$ cat config.mk
export PLATFORM = sky130hd
export DESIGN_NAME = cp_checksum_unit
export DESIGN_NICKNAME = d
export VERILOG_FILES = /design/src/rtl/cksum_pkg.sv /design/src/rtl/cksum_addr_seq.sv /design/src/rtl/cksum_term.sv /design/src/rtl/cksum_accum.sv /design/src/rtl/cp_checksum_unit.sv
export SDC_FILE = /design/constraint.sdc
export NUM_CORES = 1
export LEC_CHECK = 0
export BUFFER_PORTS_ARGS = -buffer_cell sky130_fd_sc_hd__buf_4
export CORE_ASPECT_RATIO = 1.2
export CORE_MARGIN = 5
export CORE_UTILIZATION = 35
export DETAILED_ROUTE_END_ITERATION = 10
export GPL_TIMING_DRIVEN = 0
export MAX_ROUTING_LAYER = met4
export PLACE_DENSITY = 0.61
export REMOVE_ABC_BUFFERS = 1
export SLEW_MARGIN = 10
export SYNTH_ARGS = -nofsm -noshare
export SYNTH_HDL_FRONTEND = slang
export SYNTH_SLANG_ARGS = --single-unit
export TNS_END_PERCENT = 20
$ cat constraint.sdc
create_clock -name clk -period 4 [get_ports clk]
set_clock_uncertainty 0.2 [all_clocks]
set_input_delay 0.2 -clock clk [delete_from_list [all_inputs] [get_ports clk]]
set_output_delay 0.2 -clock clk [all_outputs]
set_load 0.005 [all_outputs]
$ cat src/rtl/cksum_pkg.sv
package cksum_pkg;

   // Kind of word returned by the memory, carried alongside each read.
   typedef enum logic [1:0] {
      ITEM_PROG = 2'd0,
      ITEM_CFG  = 2'd1,
      ITEM_ID   = 2'd2
   } item_kind_e;

   // Read-issue phases of the address sequencer.
   typedef enum logic [1:0] {
      SEQ_IDLE = 2'd0,
      SEQ_PROG = 2'd1,
      SEQ_CFG  = 2'd2,
      SEQ_ID   = 2'd3
   } seq_state_e;

endpackage

$ cat src/rtl/cksum_addr_seq.sv
module cksum_addr_seq
   import cksum_pkg::*;
#(
   parameter int unsigned ADDR_W    = 12,
   parameter int unsigned PROT_LAST = 'h03F,
   parameter int unsigned CFG_ADDR  = 'hFFF,
   parameter int unsigned ID_COUNT  = 4,
   localparam int unsigned IDX_W    = (ID_COUNT > 1) ? $clog2(ID_COUNT) : 1
) (
   input  logic              clk,
   input  logic              rst_n,
   input  logic              go_i,
   input  logic              cp_i,
   input  logic [ADDR_W-1:0] top_i,
   output logic              rd_o,
   output logic [ADDR_W-1:0] addr_o,
   output item_kind_e        kind_o,
   output logic [IDX_W-1:0]  idx_o,
   output logic              last_o
);

   localparam logic [ADDR_W-1:0] PROT_A  = ADDR_W'(PROT_LAST);
   localparam logic [ADDR_W-1:0] CFG_A   = ADDR_W'(CFG_ADDR);
   localparam logic [IDX_W-1:0]  ID_LAST = IDX_W'(ID_COUNT - 1);

   seq_state_e        state_q;
   logic [ADDR_W-1:0] addr_q;
   logic [ADDR_W-1:0] end_q;
   logic [ADDR_W-1:0] top_q;
   logic [IDX_W-1:0]  idx_q;
   logic              cp_q;

   always_ff @(posedge clk) begin
      if (!rst_n) begin
         state_q <= SEQ_IDLE;
         addr_q  <= '0;
         end_q   <= '0;
         top_q   <= '0;
         idx_q   <= '0;
         cp_q    <= 1'b0;
      end else begin
         case (state_q)
            SEQ_IDLE: begin
               if (go_i) begin
                  cp_q    <= cp_i;
                  top_q   <= top_i;
                  end_q   <= cp_i ? PROT_A : (top_i - 1'b1);
                  addr_q  <= '0;
                  idx_q   <= '0;
                  state_q <= SEQ_PROG;
               end
            end
            SEQ_PROG: begin
               if (addr_q == end_q) begin
                  addr_q  <= CFG_A;
                  state_q <= SEQ_CFG;
               end else begin
                  addr_q <= addr_q + 1'b1;
               end
            end
            SEQ_CFG: begin
               if (cp_q) begin
                  addr_q  <= top_q + 1'b1;
                  idx_q   <= '0;
                  state_q <= SEQ_ID;
               end else begin
                  state_q <= SEQ_IDLE;
               end
            end
            SEQ_ID: begin
               if (idx_q == ID_LAST) begin
                  state_q <= SEQ_IDLE;
               end else begin
                  addr_q <= addr_q + 1'b1;
                  idx_q  <= idx_q + 1'b1;
               end
            end
            default: state_q <= SEQ_IDLE;
         endcase
      end
   end

   always_comb begin
      rd_o   = (state_q != SEQ_IDLE);
      addr_o = addr_q;
      idx_o  = idx_q;
      case (state_q)
         SEQ_CFG: kind_o = ITEM_CFG;
         SEQ_ID:  kind_o = ITEM_ID;
         default: kind_o = ITEM_PROG;
      endcase
      last_o = ((state_q == SEQ_CFG) && !cp_q) ||
               ((state_q == SEQ_ID) && (idx_q == ID_LAST));
   end

   // user-range reads walk upward one word per cycle.
   p_addr_step_r6 : assert property (@(posedge clk) disable iff (!rst_n)
      ((state_q == SEQ_PROG) && ($past(state_q) == SEQ_PROG))
         |-> (addr_q == $past(addr_q) + 1'b1));

   // the first ID read sits directly above the captured top address.
   p_id_base_r4 : assert property (@(posedge clk) disable iff (!rst_n)
      ((state_q == SEQ_ID) && ($past(state_q) == SEQ_CFG))
         |-> (addr_q == top_q + 1'b1));

endmodule

$ cat src/rtl/cksum_term.sv
module cksum_term
   import cksum_pkg::*;
#(
   parameter int unsigned DATA_W       = 12,
   parameter int unsigned SUM_W        = 16,
   parameter int unsigned NIB_W        = 4,
   parameter int unsigned ID_COUNT     = 4,
   parameter int unsigned CFG_MASK     = 'h01F,
   parameter bit          ID_MSB_FIRST = 1'b1,
   localparam int unsigned IDX_W       = (ID_COUNT > 1) ? $clog2(ID_COUNT) : 1
) (
   input  logic [DATA_W-1:0] data_i,
   input  item_kind_e        kind_i,
   input  logic [IDX_W-1:0]  idx_i,
   output logic [SUM_W-1:0]  term_o
);

   localparam logic [SUM_W-1:0] MASK_V = SUM_W'(CFG_MASK);

   logic [IDX_W-1:0] pos;

   generate
      if (ID_MSB_FIRST) begin : g_msb_first
         assign pos = IDX_W'(ID_COUNT - 1) - idx_i;
      end else begin : g_lsb_first
         assign pos = idx_i;
      end
   endgenerate

   always_comb begin
      case (kind_i)
         ITEM_CFG: term_o = SUM_W'(data_i) & MASK_V;
         ITEM_ID:  term_o = SUM_W'(data_i[NIB_W-1:0]) << (int'(pos) * NIB_W);
         default:  term_o = SUM_W'(data_i);
      endcase
   end

endmodule

$ cat src/rtl/cksum_accum.sv
module cksum_accum #(
   parameter int unsigned SUM_W = 16
) (
   input  logic             clk,
   input  logic             rst_n,
   input  logic             clear_i,
   input  logic             add_i,
   input  logic             last_i,
   input  logic [SUM_W-1:0] term_i,
   output logic [SUM_W-1:0] sum_o,
   output logic             done_o
);

   logic [SUM_W-1:0] sum_q;
   logic             done_q;

   always_ff @(posedge clk) begin
      if (!rst_n) begin
         sum_q  <= '0;
         done_q <= 1'b0;
      end else begin
         done_q <= add_i && last_i;
         if (clear_i) begin
            sum_q <= '0;
         end else if (add_i) begin
            sum_q <= sum_q + term_i;
         end
      end
   end

   assign sum_o  = sum_q;
   assign done_o = done_q;

   // the result-valid flag never stretches over two cycles.
   p_done_single_r7 : assert property (@(posedge clk) disable iff (!rst_n)
      done_q |=> !done_q);

endmodule

$ cat src/rtl/cp_checksum_unit.sv
module cp_checksum_unit
   import cksum_pkg::*;
#(
   parameter int unsigned ADDR_W       = 12,
   parameter int unsigned DATA_W       = 12,
   parameter int unsigned SUM_W        = 16,
   parameter int unsigned NIB_W        = 4,
   parameter int unsigned ID_COUNT     = 4,
   parameter int unsigned PROT_LAST    = 'h03F,
   parameter int unsigned CFG_ADDR     = 'hFFF,
   parameter int unsigned CFG_MASK     = 'h01F,
   parameter bit          ID_MSB_FIRST = 1'b1
) (
   input  logic              clk,
   input  logic              rst_n,
   input  logic              start_i,
   input  logic              cp_on_i,
   input  logic [ADDR_W-1:0] top_addr_i,
   output logic              mem_rd_o,
   output logic [ADDR_W-1:0] mem_addr_o,
   input  logic [DATA_W-1:0] mem_data_i,
   output logic [SUM_W-1:0]  sum_o,
   output logic              done_o
);

   localparam int unsigned IDX_W = (ID_COUNT > 1) ? $clog2(ID_COUNT) : 1;

   generate
      if (SUM_W < DATA_W) begin : g_bad_sum_w
         $error("SUM_W must be at least DATA_W");
      end
      if (SUM_W < ID_COUNT * NIB_W) begin : g_bad_pack
         $error("packed ID value does not fit SUM_W");
      end
      if (NIB_W > DATA_W) begin : g_bad_nib
         $error("NIB_W exceeds DATA_W");
      end
      if (ID_COUNT < 2) begin : g_bad_ids
         $error("ID_COUNT must be at least 2");
      end
      if (PROT_LAST >= (1 << ADDR_W) || CFG_ADDR >= (1 << ADDR_W)) begin : g_bad_addr
         $error("fixed addresses exceed ADDR_W");
      end
   endgenerate

   logic              busy_q;
   logic              go;
   logic              seq_rd;
   logic [ADDR_W-1:0] seq_addr;
   item_kind_e        seq_kind;
   logic [IDX_W-1:0]  seq_idx;
   logic              seq_last;

   logic              tag_valid_q;
   item_kind_e        tag_kind_q;
   logic [IDX_W-1:0]  tag_idx_q;
   logic              tag_last_q;
   logic [SUM_W-1:0]  term;

   assign go = start_i && !busy_q;

   always_ff @(posedge clk) begin
      if (!rst_n) begin
         busy_q <= 1'b0;
      end else if (go) begin
         busy_q <= 1'b1;
      end else if (tag_valid_q && tag_last_q) begin
         busy_q <= 1'b0;
      end
   end

   cksum_addr_seq #(
      .ADDR_W    (ADDR_W),
      .PROT_LAST (PROT_LAST),
      .CFG_ADDR  (CFG_ADDR),
      .ID_COUNT  (ID_COUNT)
   ) u_seq (
      .clk    (clk),
      .rst_n  (rst_n),
      .go_i   (go),
      .cp_i   (cp_on_i),
      .top_i  (top_addr_i),
      .rd_o   (seq_rd),
      .addr_o (seq_addr),
      .kind_o (seq_kind),
      .idx_o  (seq_idx),
      .last_o (seq_last)
   );

   // Tag travels with the read so it meets its data one cycle later.
   always_ff @(posedge clk) begin
      if (!rst_n) begin
         tag_valid_q <= 1'b0;
         tag_kind_q  <= ITEM_PROG;
         tag_idx_q   <= '0;
         tag_last_q  <= 1'b0;
      end else begin
         tag_valid_q <= seq_rd;
         tag_kind_q  <= seq_kind;
         tag_idx_q   <= seq_idx;
         tag_last_q  <= seq_rd && seq_last;
      end
   end

   cksum_term #(
      .DATA_W       (DATA_W),
      .SUM_W        (SUM_W),
      .NIB_W        (NIB_W),
      .ID_COUNT     (ID_COUNT),
      .CFG_MASK     (CFG_MASK),
      .ID_MSB_FIRST (ID_MSB_FIRST)
   ) u_term (
      .data_i (mem_data_i),
      .kind_i (tag_kind_q),
      .idx_i  (tag_idx_q),
      .term_o (term)
   );

   cksum_accum #(
      .SUM_W (SUM_W)
   ) u_acc (
      .clk     (clk),
      .rst_n   (rst_n),
      .clear_i (go),
      .add_i   (tag_valid_q),
      .last_i  (tag_last_q),
      .term_i  (term),
      .sum_o   (sum_o),
      .done_o  (done_o)
   );

   assign mem_rd_o   = seq_rd;
   assign mem_addr_o = seq_addr;

   // no memory traffic while no pass is running.
   p_idle_no_read_r9 : assert property (@(posedge clk) disable iff (!rst_n)
      !busy_q |-> !mem_rd_o);

   // a read burst only begins after a start taken while idle.
   p_start_only_idle_r8 : assert property (@(posedge clk) disable iff (!rst_n)
      $rose(mem_rd_o) |-> $past(start_i && !busy_q));

   // the configuration contribution carries no bits above the mask.
   p_cfg_masked_r3 : assert property (@(posedge clk) disable iff (!rst_n)
      (tag_valid_q && (tag_kind_q == ITEM_CFG))
         |-> ((term & ~SUM_W'(CFG_MASK)) == '0));

   // the result stays put between passes.
   p_sum_hold_r7 : assert property (@(posedge clk) disable iff (!rst_n)
      (!busy_q && !start_i) |=> $stable(sum_o));

endmodule

==> results.sh <==
export IMPL_p_per_area_nw_per_um2=338
export IMPL_hold_viol_final=0
export IMPL_initial_core_util_pct=35.8
export IMPL_netlist_instances=515
export IMPL_synth_async_reset_ratio_pct=0
export IMPL_place_congestion=0.905
export IMPL_crit_arrival_ns=3.69
export IMPL_hold_path_depth=3
export IMPL_diodes=0
export IMPL_vias_per_cell=5.25
export IMPL_rsz0062_at_grt="no"
export IMPL_setup_viol=0
export IMPL_synth_top_area_share_pct=29.9
export IMPL_final_nets=621
export IMPL_grt_use_total_pct=15.4
export IMPL_ys_types=73
export IMPL_netlist_area_um2=4360
export IMPL_tightest_slew_ns=1.24
export IMPL_hp_class="in -> reg"
export IMPL_clk_latency_ns=0.33
export IMPL_irDropWorstVdd_uv=212
export IMPL_overflow=0
export IMPL_core_um2=12200
export IMPL_leakage_nw=2.12
export IMPL_post_route_drc_count=0
export IMPL_fin_crit_sh_pct=92.2
export IMPL_cts_inserted_buffers=9
export IMPL_path_class="reg -> reg"
export IMPL_ys_flop_type="dfxtp_1"
export IMPL_ys_top_cells_by_area="dfxtp_1 (30%), nand2_1 (6.5%), ha_1 (6.0%)"
export IMPL_cp_end_kind="flop"
export IMPL_dieArea_um2=14800
export IMPL_cts_max_level=3
export IMPL_synth_warnings=0
export IMPL_timing_rr_start="tag_kind_q[0]"
export IMPL_utilization_pct=43.5
export IMPL_num_io_pins=58
export IMPL_post_cts_setup_buffers=0
export IMPL_syn2layout_area_growth_pct=21.5
export IMPL_first_iter_violations=222
export IMPL_cts_tree="built"
export IMPL_synth_edff_count=0
export IMPL_routed_wl_mm=10.8
export IMPL_die_h_um=132
export IMPL_grt_pass1_wl_mm=18.5
export IMPL_dp_cells=707
export IMPL_die_w_um=112
export IMPL_dpl_hpwl_mm=7.96
export IMPL_fin_crit_ns=3.69
export IMPL_drive_above_1_share_pct=19.3
export IMPL_reg2reg_to="u_acc.sum_o[14]"
export IMPL_worstPathMaxFanout=15
export IMPL_ys_seq_area_share_pct=29.9
export IMPL_grt_max_degree=43
export IMPL_power_w=0.00179
export IMPL_layoutNonFillerInstCount=737
export IMPL_start_kind="flop"
export IMPL_maxSlewHeadroom_pct=17.3
export IMPL_final_max_slew_viol_count=0
export IMPL_synth_avg_cell_area_um2=8.46
export IMPL_whs_ns=0.0918
export IMPL_synth_most_common_cell="nand2_1"
export IMPL_reg2reg_depth=12
export IMPL_yosysTopAreaCell="dfxtp_1"
export IMPL_critPathRequiredTime_ns=4.01
export IMPL_hp_start="rst_n"
export IMPL_cts_max_path_buffers=2
export IMPL_min_to="u_seq.addr_o[10]"
export IMPL_dr_pass1_iters=4
export IMPL_row_count=44
export IMPL_synth_common_cells="nand2_1 (75), dfxtp_1 (65), xnor2_1 (30)"
export IMPL_grt_antenna_before_repair=0
export IMPL_max_freq_mhz=271
export IMPL_cap_viol_max_count=0
export IMPL_cts_root_buffer="clkbuf_16"
export IMPL_port_buffers=57
export IMPL_clk_pin_slew_ns=0.06
export IMPL_reg2reg_slack_ns=0.31
export IMPL_ys_seq_elements=65
export IMPL_fin_area_um2=5290
export IMPL_grt_pass1_vias=3817
export IMPL_cts_sinks=65
export IMPL_outcome="complete, no violations"
export IMPL_dr_total_vias=3869
export IMPL_ant_nets=0
export IMPL_wl_per_cell_um=14.7
export IMPL_placed_cell_area_um2=4840
power by group:
group          switching [W]  total (W)  internal (W)
clock               0.000301   0.000781      0.000480
sequential         0.0000467   0.000723      0.000676
combinational       0.000152   0.000283      0.000131
through the flow:
| stage | TNS (ns) | setup WS [ns] |
|---|---|---|
| 5_1_grt | 0 | 0.0584 |
| 4_1_cts | 0 | 0.145 |
| 3_3_place_gp | 0 | 0.102 |
| 2_1_floorplan | 0 | 0.736 |
| 3_5_place_dp | -0.00464 | -0.00464 |
| 6_report | 0 | 0.311 |
critical path: stages (launching register included):
cell	delay, ns
dfxtp_1	0.33
inv_1	0.05
ha_1	0.47
a311oi_2	0.41
nor2b_1	0.09
ha_1	0.23
fa_1	0.42
a21oi_1	0.26
o22ai_1	0.16
o41ai_2	0.47
o21ai_0	0.23
nand4b_1	0.14
o211ai_1	0.11
cell type report:
| cell class | count | area (µm²) |
|---|---|---|
| timing repair buffer | 71 | 568 |
| multi-input combinational | 412 | 2880 |
| tap | 161 | 201 |
| clock inverter | 7 | 71.3 |
| inverter | 12 | 45.0 |
| sequential | 65 | 1300 |
| fill | 1186 | 6870 |
| clock buffer | 9 | 225 |
state kept, by name, summed over array words and instances (netlist names):
signal and cells:
busy_q 1, tag_idx_q 2, tag_kind_q 2, tag_last_q 1, tag_valid_q 1, u_acc.done_o 1, u_acc.sum_o 16, u_seq.addr_o 12
u_seq.cp_q 1, u_seq.end_q 12, u_seq.idx_o 2, u_seq.state_q 2, u_seq.top_q 12
cells by family (layout without fill, tap and decap cells):
family / count (synthesis) / after routing / synth area share, %
muxes: 9 / 9 / 2.07
buffers and inverters: 38 / 99 / 4.39
xor gates and xnor gates: 49 / 49 / 10.8
adders and majority gates: 22 / 22 / 6.49
AOI/OAI and AO/OA: 123 / 123 / 20.4
and+or+nand+nor: 209 / 209 / 25.9
DFF: 65 / 65 / 29.9
worst max-delay path by stage:
stage / startpoint / to / slack [ns] / cells past startpoint
after floorplan: tag_kind_q[0] / u_acc.sum_o[14] / 0.74 / 12
after global placement: tag_kind_q[0] / u_acc.sum_o[14] / 0.10 / 12
after detailed placement: tag_kind_q[0] / u_acc.sum_o[14] / -0.005 / 12
after CTS: tag_kind_q[0] / u_acc.sum_o[14] / 0.14 / 12
after global routing: tag_kind_q[0] / u_acc.sum_o[14] / 0.06 / 12
final: tag_kind_q[0] / u_acc.sum_o[14] / 0.31 / 12
routing by layer:
| metal | GRT usage (%) | wire length [µm] | vias up |
|---|---|---|---|
| met4 | 6.69 | 222 | 0 |
| met2 | 25.3 | 5190 | 99 |
| met3 | 2.57 | 478 | 18 |
| li1 | - | - | 1955 |
| met5 | - | 0 | - |
| met1 | 18.6 | 4920 | 1797 |
cells in the final DEF (no fill, tap or decap), types with 4 or more instances in the layout:
cell,instances
a21boi_0,14
a21o_1,7
a21oi_1,22
a221oi_2,7
a22o_1,4
a22oi_1,7
a31oi_1,4
and2_1,12
and3_1,9
buf_4,57
clkbuf_16,9
dfxtp_1,65
dlygate4sd3_1,14
ha_1,21
inv_1,12
mux2i_1,9
nand2_1,75
nand3_1,15
nand3b_1,7
nand4_1,8
nor2_1,25
nor2b_1,16
nor3_1,9
o21ai_0,27
o21ai_2,7
xnor2_1,30
xor2_1,15
repair_timing:
item                                   in CTS  in global routing
hold buffers                               14                  0
setup endpoints to repair                   1                  2
cloned                                      0                  0
resized for setup                           1                  1
endpoints found under the hold margin      18                  0
(Power assumes the default switching activity.)
